$ cat src/rtl/bsu_pkg.sv
package bsu_pkg;

  typedef enum logic [1:0] {
    GRP_LOGIC = 2'd0,
    GRP_SHREG = 2'd1,
    GRP_SHIMM = 2'd2,
    GRP_NONE  = 2'd3
  } grp_e;

  typedef enum logic [2:0] {
    SH_ASL = 3'd0,
    SH_ASR = 3'd1,
    SH_ZL  = 3'd2,
    SH_ZR  = 3'd3,
    SH_OL  = 3'd4,
    SH_OR  = 3'd5,
    SH_RL  = 3'd6,
    SH_RR  = 3'd7
  } shop_e;

  typedef struct packed {
    logic  illegal;
    logic  use_logic;
    logic  use_imm;
    shop_e op;
  } dec_t;

  // Truth table per logic code, indexed by {b,c}: bit3=11, bit2=10, bit1=01, bit0=00
  function automatic logic [3:0] logic_lut(input logic [3:0] fn);
    case (fn)
      4'd0:    return 4'b1000; // and
      4'd1:    return 4'b1110; // or
      4'd2:    return 4'b0110; // xor
      4'd3:    return 4'b0111; // nand
      4'd4:    return 4'b0001; // nor
      4'd5:    return 4'b1001; // xnor
      4'd6:    return 4'b0010; // ~b & c
      4'd7:    return 4'b0100; // b & ~c
      4'd8:    return 4'b1011; // ~b | c
      4'd9:    return 4'b1101; // b | ~c
      default: return 4'b0000;
    endcase
  endfunction

  function automatic dec_t decode(input logic [1:0] grp, input logic [3:0] fn);
    dec_t d;
    d.illegal   = 1'b0;
    d.use_logic = 1'b0;
    d.use_imm   = 1'b0;
    d.op        = SH_ASL;
    case (grp_e'(grp))
      GRP_LOGIC: begin
        d.use_logic = 1'b1;
        d.illegal   = (fn > 4'd9);
      end
      GRP_SHREG: begin
        d.illegal = fn[3];
        d.op      = shop_e'(fn[2:0]);
      end
      GRP_SHIMM: begin
        d.use_imm = 1'b1;
        d.illegal = (fn < 4'd3) || (fn > 4'd8);
        d.op      = shop_e'(3'(fn - 4'd3));
      end
      default: d.illegal = 1'b1;
    endcase
    return d;
  endfunction

endpackage

$ cat src/rtl/bsu_logic.sv
module bsu_logic #(
  parameter int WIDTH = 32
) (
  input  logic [3:0]       fn,
  input  logic [WIDTH-1:0] b,
  input  logic [WIDTH-1:0] c,
  output logic [WIDTH-1:0] y
);
  import bsu_pkg::*;

  logic [3:0] lut;
  assign lut = logic_lut(fn);

  for (genvar i = 0; i < WIDTH; i++) begin : g_bit
    assign y[i] = lut[{b[i], c[i]}];
  end

endmodule

$ cat src/rtl/bsu_shift.sv
module bsu_shift #(
  parameter int WIDTH = 32,
  parameter int CNT_W = 32
) (
  input  bsu_pkg::shop_e   op,
  input  logic [WIDTH-1:0] val,
  input  logic [CNT_W-1:0] cnt,
  output logic [WIDTH-1:0] y,
  output logic             sat,
  output logic             rot
);
  import bsu_pkg::*;

  localparam int SH_W = $clog2(WIDTH);
  localparam logic [WIDTH-1:0] ONES = '1;

  function automatic logic [WIDTH-1:0] fill_shift(input logic [WIDTH-1:0] v,
                                                  input logic [SH_W-1:0] n,
                                                  input logic left,
                                                  input logic f);
    logic [WIDTH-1:0] fm;
    fm = {WIDTH{f}};
    if (left) return (v << n) | (fm & ~(ONES << n));
    else      return (v >> n) | (fm & ~(ONES >> n));
  endfunction

  function automatic logic [WIDTH-1:0] rotate(input logic [WIDTH-1:0] v,
                                              input logic [SH_W-1:0] n,
                                              input logic left);
    logic [2*WIDTH-1:0] d;
    if (left) begin
      d = {v, v} << n;
      return d[2*WIDTH-1:WIDTH];
    end else begin
      d = {v, v} >> n;
      return d[WIDTH-1:0];
    end
  endfunction

  logic [SH_W-1:0] n;
  logic            left;
  logic            fill;
  logic            big;

  assign n   = cnt[SH_W-1:0];
  assign big = (cnt >= CNT_W'(WIDTH));
  assign rot = (op == SH_RL) || (op == SH_RR);
  assign sat = big && !rot;

  always_comb begin
    left = 1'b0;
    fill = 1'b0;
    case (op)
      SH_ASL, SH_ZL: left = 1'b1;
      SH_OL: begin left = 1'b1; fill = 1'b1; end
      SH_ASR: fill = val[WIDTH-1];
      SH_OR:  fill = 1'b1;
      SH_RL:  left = 1'b1;
      default: ;
    endcase
  end

  always_comb begin
    if (rot)      y = rotate(val, n, left);
    else if (sat) y = {WIDTH{fill}};
    else          y = fill_shift(val, n, left, fill);
  end

endmodule

$ cat src/rtl/bitshift_unit.sv
module bitshift_unit #(
  parameter int WIDTH = 32,
  parameter int IMM_W = 16
) (
  input  logic             clk,
  input  logic             rst_n,
  input  logic [1:0]       grp_sel,
  input  logic [3:0]       fn_code,
  input  logic [WIDTH-1:0] opnd_b,
  input  logic [WIDTH-1:0] opnd_c,
  input  logic [IMM_W-1:0] imm_cnt,
  output logic [WIDTH-1:0] result,
  output logic             illegal
);
  import bsu_pkg::*;

  localparam int CNT_W = (WIDTH > IMM_W) ? WIDTH : IMM_W;

  dec_t             dec;
  logic [CNT_W-1:0] cnt;
  logic [WIDTH-1:0] logic_y;
  logic [WIDTH-1:0] shift_y;
  logic [WIDTH-1:0] next_y;
  logic             sat_w;
  logic             rot_w;
  logic             rot_take_w;
  logic             zero_sat_w;
  logic [WIDTH-1:0] result_q;
  logic             illegal_q;

  assign dec = decode(grp_sel, fn_code);
  assign cnt = dec.use_imm ? CNT_W'(imm_cnt) : CNT_W'(opnd_c);

  bsu_logic #(.WIDTH(WIDTH)) u_logic (
    .fn (fn_code),
    .b  (opnd_b),
    .c  (opnd_c),
    .y  (logic_y)
  );

  bsu_shift #(.WIDTH(WIDTH), .CNT_W(CNT_W)) u_shift (
    .op  (dec.op),
    .val (opnd_b),
    .cnt (cnt),
    .y   (shift_y),
    .sat (sat_w),
    .rot (rot_w)
  );

  assign next_y     = dec.use_logic ? logic_y : shift_y;
  assign rot_take_w = !dec.illegal && !dec.use_logic && rot_w;
  assign zero_sat_w = !dec.illegal && !dec.use_logic && sat_w &&
                      (dec.op == SH_ZL || dec.op == SH_ZR || dec.op == SH_ASL);

  always_ff @(posedge clk) begin
    if (!rst_n) begin
      result_q  <= '0;
      illegal_q <= 1'b0;
    end else begin
      illegal_q <= dec.illegal;
      if (!dec.illegal) result_q <= next_y;
    end
  end

  assign result  = result_q;
  assign illegal = illegal_q;

  AST_RSV_HOLD: assert property (@(posedge clk) disable iff (!rst_n)
    illegal_q |-> result_q == $past(result_q));

  AST_GRP_NONE: assert property (@(posedge clk) disable iff (!rst_n)
    grp_sel == 2'b11 |=> illegal_q);

  AST_ROT_POPCOUNT: assert property (@(posedge clk) disable iff (!rst_n)
    rot_take_w |=> $countones(result_q) == $countones($past(opnd_b)));

  AST_SAT_ZERO: assert property (@(posedge clk) disable iff (!rst_n)
    zero_sat_w |=> result_q == '0);

  AST_LOGIC_LEGAL: assert property (@(posedge clk) disable iff (!rst_n)
    (grp_sel == 2'b00 && fn_code <= 4'd9) |=> !illegal_q);

endmodule

$ cat config.mk
export PLATFORM = sky130hd
export DESIGN_NAME = bitshift_unit
export DESIGN_NICKNAME = d
export VERILOG_FILES = /design/src/rtl/bsu_pkg.sv /design/src/rtl/bsu_logic.sv /design/src/rtl/bsu_shift.sv /design/src/rtl/bitshift_unit.sv
export SDC_FILE = /design/constraint.sdc
export NUM_CORES = 1
export LEC_CHECK = 0
export ABC_AREA = 1
export CAP_MARGIN = 5
export CELL_PAD_IN_SITES_DETAIL_PLACEMENT = 1
export CELL_PAD_IN_SITES_GLOBAL_PLACEMENT = 2
export CORE_ASPECT_RATIO = 0.6
export CORE_MARGIN = 4
export CORE_UTILIZATION = 29
export CTS_BUF_LIST = sky130_fd_sc_hd__clkbuf_16
export CTS_CLUSTER_DIAMETER = 40
export DETAILED_ROUTE_END_ITERATION = 6
export PLACE_DENSITY_LB_ADDON = 0.15
export SLEW_MARGIN = 20
export SYNTH_ARGS = -nofsm -noshare
export SYNTH_HDL_FRONTEND = slang
export SYNTH_HIERARCHICAL = 1
export SYNTH_SLANG_ARGS = --single-unit
$ cat constraint.sdc
create_clock -name clk -period 3.1 [get_ports clk]
set_input_delay 0.465 -clock clk [delete_from_list [all_inputs] [get_ports clk]]
set_output_delay 0.465 -clock clk [all_outputs]
set_load 0.01 [all_outputs]
* After elaboration in Yosys (flattened, before gate mapping) *
Memories as Yosys holds them, arrays and structs flattened.
Index checks and enable logic that the tools add are counted.
Widths: inputs -> output; s select.

operators by class
  add/sub/neg operators = 1
  $lt $le $gt $ge = 36
  equality and inequality tests = 8
  shift operators = 6
  mux-type cells = 76
  bitwise logic cells = 6
  reductions and logical operators = 8

operators by type and width
  operator               number
  $mux 32                6
  $lt 2x3->1 const B     32
  $and 32x32->32         2
  $bmux 1 s2             32
  $not 32->32            2
  $or 32x32->32          2
  $shl 64x5->64          1
  $shr 64x5->32          1
  $mux 1                 35
  $ge 32x6->1 const B    1
  $shl 32x5->32          1
  $shl 32x5->32 const A  1
  $shr 32x5->32          1
  $shr 32x5->32 const A  1
  $eq 3x3->1 const B     4
  $gt 4x4->1 const B     2
  $pmux 3 s2             1
  $lt 4x2->1 const B     1
  $reduce_or 4->1        1
  $eq 3x1->1 const B     1
  $eq 3x2->1 const B     1
  $logic_not 3->1        1
  $pmux 1 s3             1
  $sub 3x2->3 const B    1
  other kinds (8)        9

storage, ports and cells
  register bits after elaboration = 33
  bits in read-only memories = 64
  input port bits = 88
  output and inout bits = 33
  word-level logic and storage cells = 144
  memories kept = 1

memory list
  name             depth  bits a word  rd ports  clocked after Yosys merged registers in  write ports  RTL line       RTL
  (no name shown)  16     4            1         0                                        0            bsu_pkg.sv:30  case (fn)

* Depth between registers and ports, before layout *
  word-level depth = 11
  gate-level depth with buffers = 27
  depth with buffers taken out = 24

* By module *
The synthesis kept the hierarchy.

by module, submodules not included
  module         instances  cells an instance  area each (sq um)  sequential area each (sq um)
  bsu_shift      1          1,310              6,190.9            0.0
  bitshift_unit  1          335                2,582.5            660.6
  bsu_logic      1          331                1,564.0            0.0

* Least setup slack after synthesis *
No wires, ideal clock.

  path kind = input -> register
  from = input port grp_sel[0]
  to = register result_q[21] (netlist: result[21])
  setup time = 0.113 ns
  data arrival time = 2.575 ns
  required time = 2.987 ns
  path slack = 0.411 ns
  stages = 20
  path buffers = 3
  cell sequence = inv_1 > ha_1 > buf_6 > inv_1 > clkbuf_1 > nand2_1 > nand2_1 > nor2_1 > nand4_1 > nor3_1 > nand3_1 > a21oi_1 > buf_2 > nand2_1 > nand2_1 > inv_1 > mux2i_1 > nand3_2 > nand2_1 > nor2_2

between the ends
  elaborated cells between the ends (all ways) = 40
  those cells by class = order compare (1); eq/ne (8); shift (6); mux (12); bitwise (6); reduce/logical (7)

RTL lines
  what                  RTL line             RTL
  from (decl)           bitshift_unit.sv:7   input logic [1:0] grp_sel,
  $eq 2x2->1            bsu_pkg.sv:51        case (grp_e'(grp))
  $mux 1                bsu_pkg.sv:51
  $mux 32               bitshift_unit.sv:32  assign cnt = dec.use_imm ? CNT_W'(imm_cnt) : CNT_W'(opnd_c);
  net cnt[9]            bitshift_unit.sv:20  logic [CNT_W-1:0] cnt;
  $ge 32x6->1           bsu_shift.sv:46      assign big = (cnt >= CNT_W'(WIDTH));
  $logic_and 1x1->1     bsu_shift.sv:48      assign sat = big && !rot;
  $mux 32               bsu_shift.sv:65      else if (sat) y = {WIDTH{fill}};
  $mux 32               bsu_shift.sv:64      if (rot) y = rotate(val, n, left);
  net shift_y[21]       bitshift_unit.sv:22  logic [WIDTH-1:0] shift_y;
  $mux 32               bitshift_unit.sv:50  assign next_y = dec.use_logic ? logic_y : shift_y;
  to (signal assigned)  bitshift_unit.sv:61  if (!dec.illegal) result_q <= next_y;
  to (decl)             bitshift_unit.sv:28  logic [WIDTH-1:0] result_q;

The timed path passes the listed nets, and every way through them passes these cells.
A chain may end at the register's enable or synchronous reset.

* Worst setup path in the final report *
  from = input port grp_sel[0]
  to = register result_q[26] (netlist: result[26])

between the ends
  cells in the longest elaborated chain, start to end = 11
  elaborated cells between the ends (all ways) = 40
  those cells by class = order compare (1); eq/ne (8); shift (6); mux (12); bitwise (6); reduce/logical (7)

RTL lines
  what                                                                 RTL line
  $eq 2x2->1 (*)                                                       bsu_pkg.sv:51
  $mux 1 (*)                                                           bsu_pkg.sv:51
  $mux 32 (*)                                                          bitshift_unit.sv:32
  net cnt[0]                                                           bitshift_unit.sv:20
  parallel branches: the longest is 6 deep, another holds $ge 32x6->1  n/a
  $mux 32 (*)                                                          bsu_shift.sv:64
  net shift_y[26]                                                      bitshift_unit.sv:22
  $mux 32 (*)                                                          bitshift_unit.sv:50

Mark *: on every way through the listed nets, which the timed path passes.

==> metrics.md <==
| Metric | Value |
|---|---|
| Initial DRC Count | 1,584 |
| Port Buffer Count | 120 |
| Pre-antenna DRT Iters | 5 |
| Power, Total | 4.84 mW |
| Commonest non-fill, non-tap cell in the layout | nand3_1 |
| Hold-fix buffers, CTS | 0 |
| Fraction of layout cells with a size suffix above 1 | 35.5% |
| Synthesized instance count | 1,975 |
| CP Max Fanout | 18 |
| Pwr/cell area | 294 mW/mm² |
| # diodes | 0 |
| Vias in the first global route | 15,700 |
| Die X | 252 µm |
| Worst setup margin | 58.9 ps |
| Class of the worst hold path | flop to flop |
| CP arrival | 3210 ps |
| Skew final | 0 ps |
| Synth-to-layout area growth | 59.3% |
| Dpl ws | -1150 ps |
| Antenna violations before repair | 2 |
| CP Launch Point | grp_sel[0] |
| Starting Density | 29.5% |
| Clock Latency Late Sink | 280 ps |
| Register area | 661 µm² |
| Filler cells | 4,619 |
| Mapped Area | 0.0103 mm² |
| Multi-input logic area | 0.00958 mm² |
| Max Cap Viol | 0 |
| CP required | 3270 ps |
| WHS | 484 ps |
| Sw frac | 53.0% |
| Vias/cell | 5.72 |
| RSZ-0062 raised after global routing | yes |
| Crit. End Element | flop |
| Die height | 154 µm |
| P_int | 2.28 mW |
| Leak | 8.41 nW |
| Slew margin rel. | 65.6% |
| Net Switching | 2.56 mW |
| Die footprint | 0.0388 mm² |
| RR Startpoint | result[10] |
| Core ar. | 0.0351 mm² |
| H-tree depth | 2 |
| Crit start category | input port |
| Min-Delay Startpoint | result[4] |
| DRC violations left | 0 |
| Outcome | finished clean |
| NumNets Final | 2,427 |
| Drt wl/cell | 25.2 µm |
| Grt ovf | 0 |
| GRT Resource Usage Total | 34.2% |
| Fin crit share | 98.1% |
| Post-DP HPWL | 55,700 µm |
| Antenna Violating Nets Remaining | 0 |
| Syn. warnings | 6 |
| Clock power frac | 10.0% |
| Vias | 16,000 |
| Gpl congestion | 1.01 |
| Combinational share of power | 79.5% |
| Syn Nets | 2,071 |
| Fin. max-slew vios | 0 |
| Largest net degree at the start of global routing | 66 |
| Bufs on Longest Clock Path | 2 |
| Sequential share of power | 10.5% |
| Total Wirelength | 70,500 µm |
| First-pass GRT wire length | 102,000 µm |
| Peak Freq | 0.329 GHz |
| Setup violators final | 0 |
| Ports | 121 |
| Syn avg cell area | 5.23 µm² |
| Most frequent cells in the layout | nand3_1, nand2_1, buf_4 |
| Worst-margin pin slew | 515 ps |
| Reg-to-reg slack, setup | 2430 ps |
| Maximum vdd drop | 200 µV |
| CTS sink cnt | 33 |
| WS Path Type | input port to flop |
| CTS tree | built |
| Final min period | 3040 ps |
| FP Rows | 53 |
| Clock transition at the registers of the reported paths | 50 ps |
| Root Driver | clkbuf_16 |
| Clock buffer count from CTS | 5 |
| Final Hold Vio Count | 0 |
## through the flow
stage / util (%) / setup TNS [ps] / cells / instance area (µm²)
after floorplan: - / 0 / 1975 / 10300
after global placement: 40.8 / -26220 / 2756 / 14300
after detailed placement: 40.8 / -27820 / 2756 / 14300
after CTS: 44.0 / -24.7 / 2786 / 15400
after global routing: 46.9 / -402 / 2799 / 16500
final: 46.9 / 0 / 2799 / 16500
## worst max-delay path, stage by stage
cell,delay (ps)
buf_6,100
inv_4,50
ha_4,200
buf_12,140
nand2_2,70
nand2_4,100
buf_12,150
inv_16,80
nand2_2,130
buf_4,160
nand3_2,120
nand3_2,100
nand3_1,90
nand3_1,120
nand2_2,70
buf_4,140
o21ai_1,120
nand2_1,70
nand2_2,100
inv_1,60
mux2i_1,170
buf_4,170
nand3_2,80
nand2_2,90
nor2_2,40
## final cells by class
| class | count | area share [%] |
|---|---|---|
| clock buffers | 5 | 0.760 |
| clock inverters | 3 | 0.106 |
| inverters | 154 | 3.84 |
| multi-input cells | 1643 | 58.2 |
| flip-flops and latches | 33 | 4.01 |
| well taps | 467 | 3.55 |
| repair buffers | 493 | 29.5 |
| repair inverters | 1 | 0.0532 |
## state kept, by name, summed over array words and instances (netlist names)
name and cells:
illegal 1, result 32
## layer usage
metal / up-vias / GRT usage [%] / share of wire (%)
li1: 7325 / - / -
met1: 7774 / 50.7 / 46
met2: 799 / 47.6 / 39
met3: 119 / 10.7 / 12
met4: 4 / 8.05 / 2.9
met5: - / 0 / 0.037
## worst paths after layout
check	to	depth (start not counted)
worst max-delay path	result[26]	25
worst min-delay path	result[4]	2
worst max register to register	result[10]	2
worst min register to register	result[4]	2
## power groups by stage
stage                     clock network [mW]  registers (mW)  logic (mW)
after global placement                     0           0.516        3.24
after floorplan                            0           0.531        1.72
after global routing                   0.511           0.515        4.09
after CTS                              0.488           0.511        3.52
after detailed placement                   0           0.519        3.28
final                                  0.483           0.510        3.84
## timing repair
item | CTS | global route
pin swaps | 24 | 30
cloned | 7 | 3
buffers inserted | 15 | 11
gates resized for setup | 183 | 213
endpoints found under the setup margin | 32 | 32
Power figures use the tool's default switching activity.
